[config.mk]
export PLATFORM = sky130hd
export DESIGN_NAME = pn_seq_monitor
export DESIGN_NICKNAME = d
export VERILOG_FILES = /design/src/rtl/pn_mon_pkg.sv /design/src/rtl/pn_predict.sv /design/src/rtl/pn_sync_track.sv /design/src/rtl/pn_err_tally.sv /design/src/rtl/pn_seq_monitor.sv
export SDC_FILE = /design/constraint.sdc
export NUM_CORES = 1
export LEC_CHECK = 0
export BUFFER_PORTS_ARGS = -buffer_cell sky130_fd_sc_hd__clkbuf_2
export CORE_MARGIN = 3
export CORE_UTILIZATION = 39
export DETAILED_ROUTE_END_ITERATION = 10
export PLACE_DENSITY_LB_ADDON = 0.1
export SLEW_MARGIN = 20
export SYNTH_ARGS = -nofsm -noshare
export SYNTH_HDL_FRONTEND = slang
export SYNTH_SLANG_ARGS = --single-unit
[constraint.sdc]
create_clock -name clk -period 3.81 [get_ports clk]
set_clock_uncertainty 0.1 [all_clocks]
set_input_delay 1.143 -clock clk [delete_from_list [all_inputs] [get_ports clk]]
set_output_delay 1.143 -clock clk [all_outputs]
set_load 0.05 [all_outputs]
[src/rtl/pn_mon_pkg.sv]
package pn_mon_pkg;
  typedef enum logic {
    PAT_SHIFT = 1'b0,
    PAT_RAMP  = 1'b1
  } pat_mode_e;
endpackage

[src/rtl/pn_predict.sv]
module pn_predict #(
  parameter int          DATA_W    = 16,
  parameter logic [DATA_W-1:0] POLY_MASK = 16'hD008
) (
  input  logic [DATA_W-1:0] basis,
  input  logic              mode_ramp,
  output logic [DATA_W-1:0] expected
);
  import pn_mon_pkg::*;

  logic feedback;
  logic [DATA_W-1:0] shifted;
  logic [DATA_W-1:0] ramped;

  always_comb begin
    feedback = ^(basis & POLY_MASK);
    shifted  = {basis[DATA_W-2:0], feedback};
    ramped   = basis + DATA_W'(1);
    if (pat_mode_e'(mode_ramp) == PAT_RAMP) expected = ramped;
    else                                    expected = shifted;
  end
endmodule

[src/rtl/pn_sync_track.sv]
module pn_sync_track #(
  parameter int OOS_THRESHOLD = 16
) (
  input  logic clk,
  input  logic rst,
  input  logic valid,
  input  logic hit,
  input  logic nonzero,
  output logic oos
);
  localparam int RUN_W = $clog2(OOS_THRESHOLD + 1);
  localparam logic [RUN_W-1:0] RUN_LAST = RUN_W'(OOS_THRESHOLD - 1);

  logic [RUN_W-1:0] run_q;
  logic             oos_q;
  logic             advance;

  // out of step: count clean matches; locked: count bad words
  assign advance = oos_q ? (hit & nonzero) : !hit;

  always_ff @(posedge clk) begin
    if (rst) begin
      oos_q <= 1'b1;
      run_q <= '0;
    end else if (valid) begin
      if (advance) begin
        if (run_q == RUN_LAST) begin
          oos_q <= !oos_q;
          run_q <= '0;
        end else begin
          run_q <= run_q + RUN_W'(1);
        end
      end else begin
        run_q <= '0;
      end
    end
  end

  assign oos = oos_q;


  oos_hold_chk: assert property (@(posedge clk) disable iff (rst)
    !valid |=> $stable(oos_q));


  run_bound_chk: assert property (@(posedge clk) disable iff (rst)
    run_q <= RUN_LAST);


  relock_needs_clean_chk: assert property (@(posedge clk) disable iff (rst)
    (oos_q && !(valid && hit && nonzero)) |=> oos_q);
endmodule

[src/rtl/pn_err_tally.sv]
module pn_err_tally #(
  parameter int ERR_CNT_W = 16
) (
  input  logic                 clk,
  input  logic                 rst,
  input  logic                 flag,
  output logic                 err,
  output logic [ERR_CNT_W-1:0] count
);
  logic                 err_q;
  logic [ERR_CNT_W-1:0] cnt_q;

  always_ff @(posedge clk) begin
    if (rst) begin
      err_q <= 1'b0;
      cnt_q <= '0;
    end else begin
      err_q <= flag;
      if (flag && cnt_q != '1) cnt_q <= cnt_q + ERR_CNT_W'(1);
    end
  end

  assign err   = err_q;
  assign count = cnt_q;


  cnt_idle_chk: assert property (@(posedge clk) disable iff (rst)
    !flag |=> $stable(cnt_q));


  cnt_sat_chk: assert property (@(posedge clk) disable iff (rst)
    (cnt_q == '1) |=> (cnt_q == '1));
endmodule

[src/rtl/pn_seq_monitor.sv]
module pn_seq_monitor #(
  parameter int          DATA_W        = 16,
  parameter logic [DATA_W-1:0] POLY_MASK = 16'hD008,
  parameter int          OOS_THRESHOLD = 16,
  parameter int          ERR_CNT_W     = 16
) (
  input  logic                 clk,
  input  logic                 rst,
  input  logic                 in_valid,
  input  logic [DATA_W-1:0]    in_data,
  input  logic                 mode_ramp,
  output logic                 pn_oos,
  output logic                 pn_err,
  output logic [ERR_CNT_W-1:0] err_count
);
  logic [DATA_W-1:0] basis_q;
  logic [DATA_W-1:0] expected;
  logic              hit;
  logic              nonzero;
  logic              oos;
  logic              err_flag;
  logic              drop_zero;

  pn_predict #(.DATA_W(DATA_W), .POLY_MASK(POLY_MASK)) u_predict (
    .basis    (basis_q),
    .mode_ramp(mode_ramp),
    .expected (expected)
  );

  assign hit       = (in_data == expected);
  assign nonzero   = |in_data;
  assign drop_zero = !oos && !hit && !nonzero;
  assign err_flag  = in_valid && !oos && !hit && nonzero;

  // a stray zero while locked stands in for the word it replaced
  always_ff @(posedge clk) begin
    if (rst)           basis_q <= '0;
    else if (in_valid) basis_q <= drop_zero ? expected : in_data;
  end

  pn_sync_track #(.OOS_THRESHOLD(OOS_THRESHOLD)) u_sync (
    .clk    (clk),
    .rst    (rst),
    .valid  (in_valid),
    .hit    (hit),
    .nonzero(nonzero),
    .oos    (oos)
  );

  pn_err_tally #(.ERR_CNT_W(ERR_CNT_W)) u_tally (
    .clk  (clk),
    .rst  (rst),
    .flag (err_flag),
    .err  (pn_err),
    .count(err_count)
  );

  assign pn_oos = oos;


  err_only_locked_chk: assert property (@(posedge clk) disable iff (rst)
    (!in_valid || pn_oos) |=> !pn_err);


  basis_hold_chk: assert property (@(posedge clk) disable iff (rst)
    !in_valid |=> $stable(basis_q));
endmodule

### Yosys cells after proc, flatten, opt, wreduce, memory -nomap -nowiden

Cells that the tools add are included.

* flip-flop bits (word level): 39
* bits in latches: 0
* bits in writable memories: 0
* ROM bits: 0
* input port bits: 20
* memories: 0

* add/subtract/negate cells: 3
* $mul: 0
* divide/modulo/power cells: 0
* order comparisons: 0
* equality and inequality tests: 3
* shifts and indexed selects: 0
* mux-type cells: 5
* bitwise operators: 1
* reductions and logical operators: 12

Operator list (count)
* adder 16 x 1 -> 16 bit, second input constant: 2
* 2-to-1 mux 16 bit: 2
* == test 16 bit: 1
* inequality test 16 bit, second input constant: 1
* OR reduction 16 bit: 1
* parity 16 bit: 1
* 2-to-1 mux 5 bit: 2
* logical AND 1 bit: 6
* adder 5 x 1 -> 5 bit, second input constant: 1
* == test 5 x 4 -> 1 bit, second input constant: 1
* logical NOT 1 bit: 3
* AND reduction 3 bit: 1
* AND 1 bit: 1
* 2-to-1 mux 1 bit: 1

### Logic depth before layout (Yosys ltp)

Gate-level depths: netlist (run 1).

* depth in word-level cells: 7
* mapped depth: 13
* gate-level depth less buffers: 9

### Modules after synthesis

Synthesis (run 1) repeated with hierarchy kept, for this count alone.

* cell total of the unflattened synthesis: 312
* area total of the unflattened synthesis: 2757.6 um2

By module, submodules not included
* pn_err_tally: instances 1, cells each 105, area each 934.6 um2, sequential area each 340.3 um2
* pn_seq_monitor: instances 1, cells each 81, area each 915.9 um2, sequential area each 320.3 um2
* pn_predict: instances 1, cells each 88, area each 574.3 um2, sequential area each 0.0 um2
* pn_sync_track: instances 1, cells each 38, area each 332.8 um2, sequential area each 120.1 um2

### Worst setup path after synthesis (run 1)

Ideal clock, no wire load.

* kind: input port to flip-flop
* from: input mode_ramp
* to: register u_tally.cnt_q[12], in the netlist u_tally.count[12]
* library setup time: 122 ps
* arrival: 3295 ps
* slack: 293 ps
* stages: 11
* buffers on the path: 4
* cells stage by stage: buf_2 > clkbuf_1 > a21oi_1 > a2111oi_1 > nand4_1 > nor4_1 > a311o_1 > buf_6 > buf_4 > o21bai_1 > o311a_1

* word-level cells in the longest chain between the ends: 6

Ends and longest elaborated chain
* start: declaration: RTL line pn_seq_monitor.sv:11 `input logic mode_ramp,`
* 2-to-1 mux 16 bit: RTL line pn_predict.sv:19 `if (pat_mode_e'(mode_ramp) == PAT_RAMP) expected = ramped;`
* == test 16 bit: RTL line pn_seq_monitor.sv:30 `assign hit = (in_data == expected);`
* logical NOT 1 bit: RTL line pn_seq_monitor.sv:33 `assign err_flag = in_valid && !oos && !hit && nonzero;`
* logical AND 1 bit (2 in series): RTL line pn_seq_monitor.sv:33
* logical AND 1 bit: RTL line pn_err_tally.sv:19 `if (flag && cnt_q != '1) cnt_q <= cnt_q + ERR_CNT_W'(1);`
* end signal: assignment: RTL line pn_err_tally.sv:19
* end: declaration: RTL line pn_err_tally.sv:11 `logic [ERR_CNT_W-1:0] cnt_q;`

Every way passes these cells.
A chain may end at the register's enable or synchronous reset.

### Final worst setup path (run 1)

* from: input mode_ramp
* to: register u_sync.run_q[3]

* word-level cells in the longest chain between the ends: 5
* elaborated cells on any way between the ends: 6
* those cells by class: eq/ne: 1; mux: 3; bitwise: 1; reduce/logical: 1

Ends and longest elaborated chain
* 2-to-1 mux 16 bit *: RTL line pn_predict.sv:19
* == test 16 bit *: RTL line pn_seq_monitor.sv:30
* AND 1 bit or logical NOT 1 bit (tied branches): RTL line pn_sync_track.sv:19 `assign advance = oos_q ? (hit & nonzero) : !hit;`
* 2-to-1 mux 1 bit *: RTL line pn_sync_track.sv:19
* 2-to-1 mux 5 bit *: RTL line pn_sync_track.sv:26 `if (advance) begin`
* end signal: assignment: RTL line pn_sync_track.sv:31 `run_q <= run_q + RUN_W'(1);`
* end: declaration: RTL line pn_sync_track.sv:14 `logic [RUN_W-1:0] run_q;`

Mark *: on every way between the ends. The rest lies on a longest branch, timed or not.

==> results of run 1 <==
## flip-flops by register name, summed over array words and instances, names as in the netlist
name / cells
u_sync.run_q: 5
u_tally.err: 1
u_sync.oos: 1
basis_q: 16
u_tally.count: 16
## power breakdown
group | total, uW | switching, uW | leakage [uW] | internal [uW]
combinational | 224 | 127 | 0.000991 | 96.6
sequential | 443 | 23.8 | 0.000318 | 419
clock | 377 | 165 | 0.0000612 | 212
total | 1040 | 316 | 0.00137 | 728
## per-layer routing
metal / routed length (um) / GRT usage / vias up
met4: 125 / 0.04536 / 0
met1: 4855 / 0.2986 / 1636
met2: 4417 / 0.3153 / 88
met5: 0 / 0 / -
met3: 493 / 0.03015 / 10
li1: - / - / 1773
## cells in the mapped netlist (9+ instances only)
| cell type | n | share of area |
|---|---|---|
| inv_1 | 15 | 0.017 |
| or4_1 | 13 | 0.030 |
| nand2_1 | 33 | 0.038 |
| nand4_1 | 12 | 0.023 |
| o31ai_1 | 14 | 0.032 |
| a21oi_1 | 49 | 0.076 |
| o21ai_0 | 17 | 0.026 |
| dfxtp_1 | 39 | 0.24 |
| nand3_1 | 23 | 0.036 |
| nor2_1 | 37 | 0.043 |
| xnor2_1 | 10 | 0.027 |
| a211oi_1 | 15 | 0.035 |
| clkbuf_1 | 24 | 0.028 |
| buf_2 | 15 | 0.023 |
| nor3_1 | 9 | 0.014 |
## metrics by stage
step           cell area (um2)  setup slack, ns  TNS [ns]  instances  total power [uW]
2_1_floorplan             3236           0.2933         0        443             592.7
4_1_cts                   3771           0.1777         0        585              1051
3_5_place_dp              3654          -0.1152    -1.033        577             671.1
5_1_grt                   3784          0.01605         0        585              1095
6_report                  3784           0.1941         0        585              1044
3_3_place_gp              3654         -0.08865   -0.4186        577             671.8
## critical path: stages
cell and delay, ns:
clkbuf_2 0.18, buf_4 0.21, mux2i_1 0.27, xnor2_1 0.11
a2111oi_1 0.28, nand4_1 0.16, or4_1 0.59, nor4_4 0.44
o21ai_0 0.13, a31oi_1 0.20
## area by class of cell
cell class / count / area share
repair buffers: 76 / 0.1296
flip-flops and latches: 39 / 0.2063
clock buffers: 6 / 0.02183
well taps: 102 / 0.03373
clock inverters: 2 / 0.009259
inverters: 15 / 0.01488
multi-input cells: 345 / 0.5843
## logic make-up after synthesis
family	after synthesis	synth area share
mux	8	0.02552
fa+ha+maj	3	0.01160
compound gates	144	0.2970
buf+inv	59	0.07927
simple gates	176	0.3008
flops	39	0.2413
xor+xnor	14	0.04447
## path summary, 6_finish.rpt
check	from	end	slack (ns)	cells after the start
max reg2reg	basis_q[11]	u_tally.count[14]	0.33	11
max	mode_ramp	u_sync.run_q[3]	0.19	10
min reg2reg	u_sync.run_q[4]	u_sync.run_q[4]	0.34	2
min	u_sync.run_q[4]	u_sync.run_q[4]	0.34	2
==> metrics.cfg, run 1 <==
[timing]
whs_ns = 0.3425
max_freq_mhz = 276.6
period_needed_ns = 3.616
tightest_slew_ns = 0.8041
max_slew_margin = 0.4639
hold_violations = 0
rsz0062_at_grt = no
min_period_over_period = 0.9491
final_max_slew_viol_count = 0
setup_viol = 0

[worst_setup_path]
start_kind = input port
crit_required_ns = 3.92
cp-end-kind = flop
crit_fanout = 11
cp_data_arrival_time_ns = 3.73
critPathKind = input port to flop

[clock_network]
ctsResizeCount = 0
cts_buffers = 5
root_buffer = clkbuf_8
clk_pin_slew_worst_paths_ns = 0.08
cts.path.max_buffers = 2
clock_latency_ns = 0.30
ctsHoldBuffers = 0
cts_tree = yes
clock-sinks = 39
post_cts_buffers = 0
ctsHtreeMaxLevel = 2

[logic_synthesis]
synth_cell_types = 69
synth_edf_count = 0
ys_async_sr_fraction = 0
syn_inst = 443
avgSynthCellArea_um2 = 7.304
synth-warning-count = 0
synth-main-ff-cell = dfxtp_1
synth-seq-cells = 39
synth_nets = 466
syn-cell-area_um2 = 3236
seq_area_frac_synth = 0.2413

[floorplanning]
num_io_pins = 38
fp.coreArea_um2 = 7888
die_h_um = 97.09
rows = 32
dieArea_um2 = 9426
start_util = 0.4102
die_x_um = 97.09

[finish]
area_growth_pct = 16.94
mostFrequentLayoutCells = a21oi_1, dfxtp_1, buf_4
drive_gt1_frac = 0.1988
diodes = 0
fillers = 810
utilization = 0.4797
regArea_um2 = 780.7
multi_input_area_um2 = 2211
nets = 505
mostFrequentLayoutCell = a21oi_1

[routing]
wl_per_cell_um = 16.91
final_antenna_net_count = 0
wirelength_mm = 9.891
route.detailed.drc = 0
first_iter_violations = 240
viasPerCell = 5.995
drt_first_pass_iters = 5
routed-via-count = 3507

[placed_design]
dpl.hpwl_mm = 7.248
gp_congestion = 0.9077
port-buffer-count = 37

[power_and_ir_drop]
power.density_nw_per_um2 = 275.8
leakage_uw = 0.001371
vdd_drop_max_uv = 155.3

[flow_run]
cap_viol_max_count = 0

[global_routing]
antenna_found_initial = 0
grt_use_total = 0.2038
grt_max_degree = 37
grt_pass1_wl_mm = 16.06
grt_pass1_vias = 3069
overflow = 0

[status]
status = completed

[hold_path]
hold_class = flop to flop

(Power assumes the default switching activity.)
==> run 2, diff against run 1 <==
Settings changed: SETUP_SLACK_MARGIN set to 0.4.
==> run 2 against run 1 <==
  * Final area up 8.0%
  * Critical endpoint is now u_tally.count[3]
  * Sequential share of layout area down 1.4 points
  * Via count up 3.5%
  * Worst hold slack better by 0.0014 ns
  * Sequential power up 1%
  * Power up 3.7%
==> metrics.cfg, run 2 (synthesized netlist as in run 1, its figures left out) <==
[status]
status = completed

[placed_design]
gp_congestion = 0.8945
port-buffer-count = 37
dpl.hpwl_mm = 6.932
pre_cts_ws_ns = 0.006493

[power_and_ir_drop]
vdd_drop_max_uv = 134.5
power.density_nw_per_um2 = 264.9
finalPower_uw = 1082
leakage_uw = 0.001450

[routing]
viasPerCell = 6.217
first_iter_violations = 308
wirelength_mm = 10.59
route.detailed.drc = 0
routed-via-count = 3631
drt_first_pass_iters = 4
wl_per_cell_um = 18.13
final_antenna_net_count = 0

[floorplanning]
fp.coreArea_um2 = 7888
dieArea_um2 = 9426
die_h_um = 97.09
start_util = 0.4102
num_io_pins = 38
die_x_um = 97.09
rows = 32

[clock_network]
ctsHoldBuffers = 0
clk_pin_slew_worst_paths_ns = 0.09
clock-sinks = 39
cts_tree = yes
root_buffer = clkbuf_8
clock_latency_ns = 0.31
ctsHtreeMaxLevel = 2
cts.path.max_buffers = 2
cts_buffers = 5

[timing]
period_needed_ns = 3.412
max_slew_margin = 0.4200
whs_ns = 0.3439
setup_viol = 0
max_freq_mhz = 293.1
fin_ws_ns = 0.3982
final_max_slew_viol_count = 0
tightest_slew_ns = 0.8700
rsz0062_at_grt = yes
hold_violations = 0
min_period_over_period = 0.8955
fin_tns_setup_ns = 0

[flow_run]
cap_viol_max_count = 0

[finish]
utilization = 0.5179
nets = 504
mostFrequentLayoutCell = a21oi_1
area_growth_pct = 26.26
diodes = 0
mostFrequentLayoutCells = a21oi_1, nor2_1, dfxtp_1
drive_gt1_frac = 0.2780
fillers = 765

[worst_setup_path]
crit_fanout = 8
cp-end-kind = flop
critPathKind = input port to flop
crit_required_ns = 3.94
cp_data_arrival_time_ns = 3.54
start_kind = input port

[global_routing]
antenna_found_initial = 0
grt_pass1_wl_mm = 16.52
grt_pass1_vias = 3202
overflow = 0
grt_use_total = 0.2098
grt_max_degree = 37

[hold_path]
hold_class = flop to flop

-- run 2: cell types whose count changed in the layout (fill, tap and decap cells not counted), moves of 5 or more --
cell / previous run / this run
a21oi_1: 49 / 43
a21oi_2: 0 / 5
or4_1: 13 / 3
or4_4: 0 / 10
buf_4: 38 / 28
buf_12: 1 / 6
-- run 2: worst max-delay path: stages --
cell and delay, ns:
buf_12 0.09, buf_12 0.13, buf_12 0.12, a21oi_4 0.05, or3_1 0.40, o211ai_1 0.21
nor4_4 0.08, a311o_2 0.47, clkbuf_16 0.19, or4_4 0.50, a21oi_1 0.13
-- run 2: per-stage QoR --
stage          instances  instance area (um2)
2_1_floorplan        443                 3253
3_3_place_gp         564                 3612
3_5_place_dp         564                 3612
4_1_cts              573                 3745
5_1_grt              584                 4085
6_report             584                 4085
-- run 2: final cells by class --
cell class                 instances  area, um2  share of cell area
sequential                        39      784.5              0.1920
tap                              102      127.6             0.03124
inverter                          15      60.06             0.01470
clock inverter                     3      43.79             0.01072
multi-input combinational        345       2402              0.5881
clock buffer                       5      68.82             0.01685
timing repair buffer              75      598.1              0.1464
-- run 2: routing by layer --
metal	share of wire	vias up	global-route usage
met5	0	-	0
met4	0.012	0	0.04860
met3	0.060	13	0.03733
met2	0.44	114	0.2983
met1	0.49	1745	0.3245
li1	-	1759	-
-- run 2: worst paths after layout --
check	cells past startpoint	startpoint	endpoint	slack (ns)
setup / recovery	11	mode_ramp	u_tally.count[3]	0.40
hold / removal	2	u_sync.run_q[4]	u_sync.run_q[4]	0.34
setup reg to reg	9	basis_q[7]	u_tally.count[3]	0.43
hold reg to reg	2	u_sync.run_q[4]	u_sync.run_q[4]	0.34
-- run 2: what timing repair did --
action / CTS / global route
cloned: 0 / 2
setup endpoints to repair: 14 / 37
pin swaps: 3 / 33
setup buffers: 1 / 9
resized for setup: 3 / 55
-- run 2: power by group --
group          leakage (uW)  switching, uW  internal, uW  total, uW
Combinational       0.00107            144           120        264
Sequential         0.000319           29.2           420        449
Clock             0.0000581            174           195        369
==> run 3, diff against run 2 <==
Settings changed: ABC_AREA set to 1.
==> run 3 against run 2 <==
  * Combinational power shrank 48%
  * Core utilization shrank 6.7 points
  * Register-to-register slack gained 0.52 ns
  * Worst setup slack gained 0.26 ns
  * Synthesized area shrank 1.7%
  * Die area shrank 1.6%
==> metrics.cfg, run 3 <==
[logic_synthesis]
yosysMostFrequentCell = nand2_1
synth-seq-cells = 39
synth-warning-count = 0
ys_async_sr_fraction = 0
synthTopCellsByCount = nand2_1, nand3_1, inv_1
synth_top_area_share = 0.2455
syn_inst = 532
syn-cell-area_um2 = 3181
avgSynthCellArea_um2 = 5.978
synth_edf_count = 0
synth-main-ff-cell = dfxtp_1
seq_area_frac_synth = 0.2455
synth_nets = 555
synth_cell_types = 35
synth_top_area_cell = dfxtp_1
synth.area.top_cells = dfxtp_1, nand2_1, nand3_1, inv_1, nand4_1

[global_routing]
antenna_found_initial = 0
grt_pass1_wl_mm = 14.81
grt_pass1_vias = 3213
overflow = 0
grt_max_degree = 38
grt_use_total = 0.2000

[clock_network]
cts_buffers = 5
ctsResizeCount = 0
ctsHtreeMaxLevel = 2
clock-sinks = 39
root_buffer = clkbuf_8
cts.path.max_buffers = 2
cts_tree = yes
clock_latency_ns = 0.30
clk_pin_slew_worst_paths_ns = 0.08
post_cts_buffers = 0
ctsHoldBuffers = 0

[status]
status = completed

[floorplanning]
die_x_um = 96.31
start_util = 0.4074
dieArea_um2 = 9275
rows = 32
num_io_pins = 38
fp.coreArea_um2 = 7807
die_h_um = 96.31

[timing]
hold_violations = 0
fin_tns_setup_ns = 0
whs_ns = 0.3898
tightest_slew_ns = 0.9362
max_freq_mhz = 317.8
setup_viol = 0
min_period_over_period = 0.8260
final_max_slew_viol_count = 0
max_slew_margin = 0.3752
period_needed_ns = 3.147
rsz0062_at_grt = no

[power_and_ir_drop]
leakage_uw = 0.001562
switchingPower_uw = 269.6
power.internal_uw = 590.6
sw_frac_of_total = 0.3134
power.share.clock = 0.336
comb_power_share = 0.161
power.density_nw_per_um2 = 244.6
vdd_drop_max_uv = 108.5
p_seq_frac = 0.504

[placed_design]
placed_cells = 657
port-buffer-count = 37
gp_congestion = 0.9293
placed_area_um2 = 3435
dpl.hpwl_mm = 6.515

[finish]
fin_area_um2 = 3517
mostFrequentLayoutCells = nand2_1, nand3_1, inv_1
diodes = 0
mostFrequentLayoutCell = nand2_1
area_growth_pct = 10.58
drive_gt1_frac = 0.1441
nets = 585
final_cells = 664

[worst_setup_path]
cpMaxStageDelayCell = inv_2
crit_chain = clkbuf_2 -> buf_4 -> or2_2 -> nand2_1 -> nand2_1 -> nand2_1 -> nor2_1 -> nand2_1 -> nor2_2 -> nand3_4 -> nand4_4 -> inv_2 -> nand2_1 -> a21oi_1
start_kind = input port
crit_buf_inv = 3
cpPeakStageDelay_ns = 0.31
critical-path-top-delay-family = simple AND/OR/NAND/NOR gates
crit_fanout = 17
cp_common_cell = nand2_1
cp_data_arrival_time_ns = 3.25
crit_required_ns = 3.91
ff2ff_setup_slack_ns = 0.95
critPathKind = input port to flop
cp-end-kind = flop

[routing]
final_antenna_net_count = 0
viasPerCell = 5.066
first_iter_violations = 133
wirelength_mm = 8.921
route.detailed.drc = 0
drt_first_pass_iters = 4
wl_per_cell_um = 13.44
routed-via-count = 3364

[hold_path]
hold_class = flop to flop

[flow_run]
cap_viol_max_count = 0

-- run 3: final cells by class --
type	instances	area, um2
Clock buffer	5	68.82
Clock inverter	2	13.76
Fill cell	900	4290
Inverter	63	236.5
Multi-Input combinational cell	410	2059
Sequential cell	39	780.7
Tap cell	102	127.6
Timing Repair Buffer	43	230.2
-- run 3: final timing paths --
path | startpoint | end | cells after the start
max | mode_ramp | u_tally.count[4] | 14
min | u_sync.run_q[3] | u_sync.run_q[3] | 2
max reg2reg | basis_q[1] | u_tally.count[4] | 17
min reg2reg | u_sync.run_q[3] | u_sync.run_q[3] | 2
-- run 3: logic make-up (layout without fill, tap and decap cells) --
group                    after synthesis  in the layout  share of synthesized area
AO/OA/AOI/OAI                         47             47                    0.07947
buffers and inverters                 83            113                     0.1090
AND/OR/NAND/NOR                      343            343                     0.5075
XOR/XNOR                              17             17                    0.04681
adder cells (fa/ha/maj)                3              3                    0.01180
flip-flops                            39             39                     0.2455
-- run 3: stage by stage --
stage	util	total power [uW]	setup WS [ns]
floorplan	-	539.1	0.9296
global route	0.4505	910.1	0.5113
global placement	0.4399	580.2	0.4336
detailed placement	0.4399	581.2	0.3641
finish	0.4505	860.2	0.6630
CTS	0.4505	873.3	0.6542
-- run 3: power by group through the flow --
stage / registers [uW] / logic (uW) / clock network [uW]
floorplan: 437 / 102 / 0
global placement: 443 / 138 / 0
detailed placement: 443 / 138 / 0
CTS: 433 / 139 / 301
global route: 435 / 160 / 315
finish: 433 / 138 / 289
-- run 3: per-layer routing --
layer  share of wire  routed length (um)  GRT usage  vias up
met4           0.011                  95    0.04089        0
met3           0.036                 321    0.02893        8
li1                -                   -          -     1785
met1            0.47                4162     0.2570     1507
met2            0.49                4342     0.3542       64
met5               0                   0          0        -
-- run 3: worst reg2reg max path, delay by kind of cell, from the launching register on --
family,cells,cell delay [ns]
compound gates,1,0.14
flops,1,0.45
simple gates,13,1.47
buf+inv,2,0.34
fa+ha+maj,1,0.25
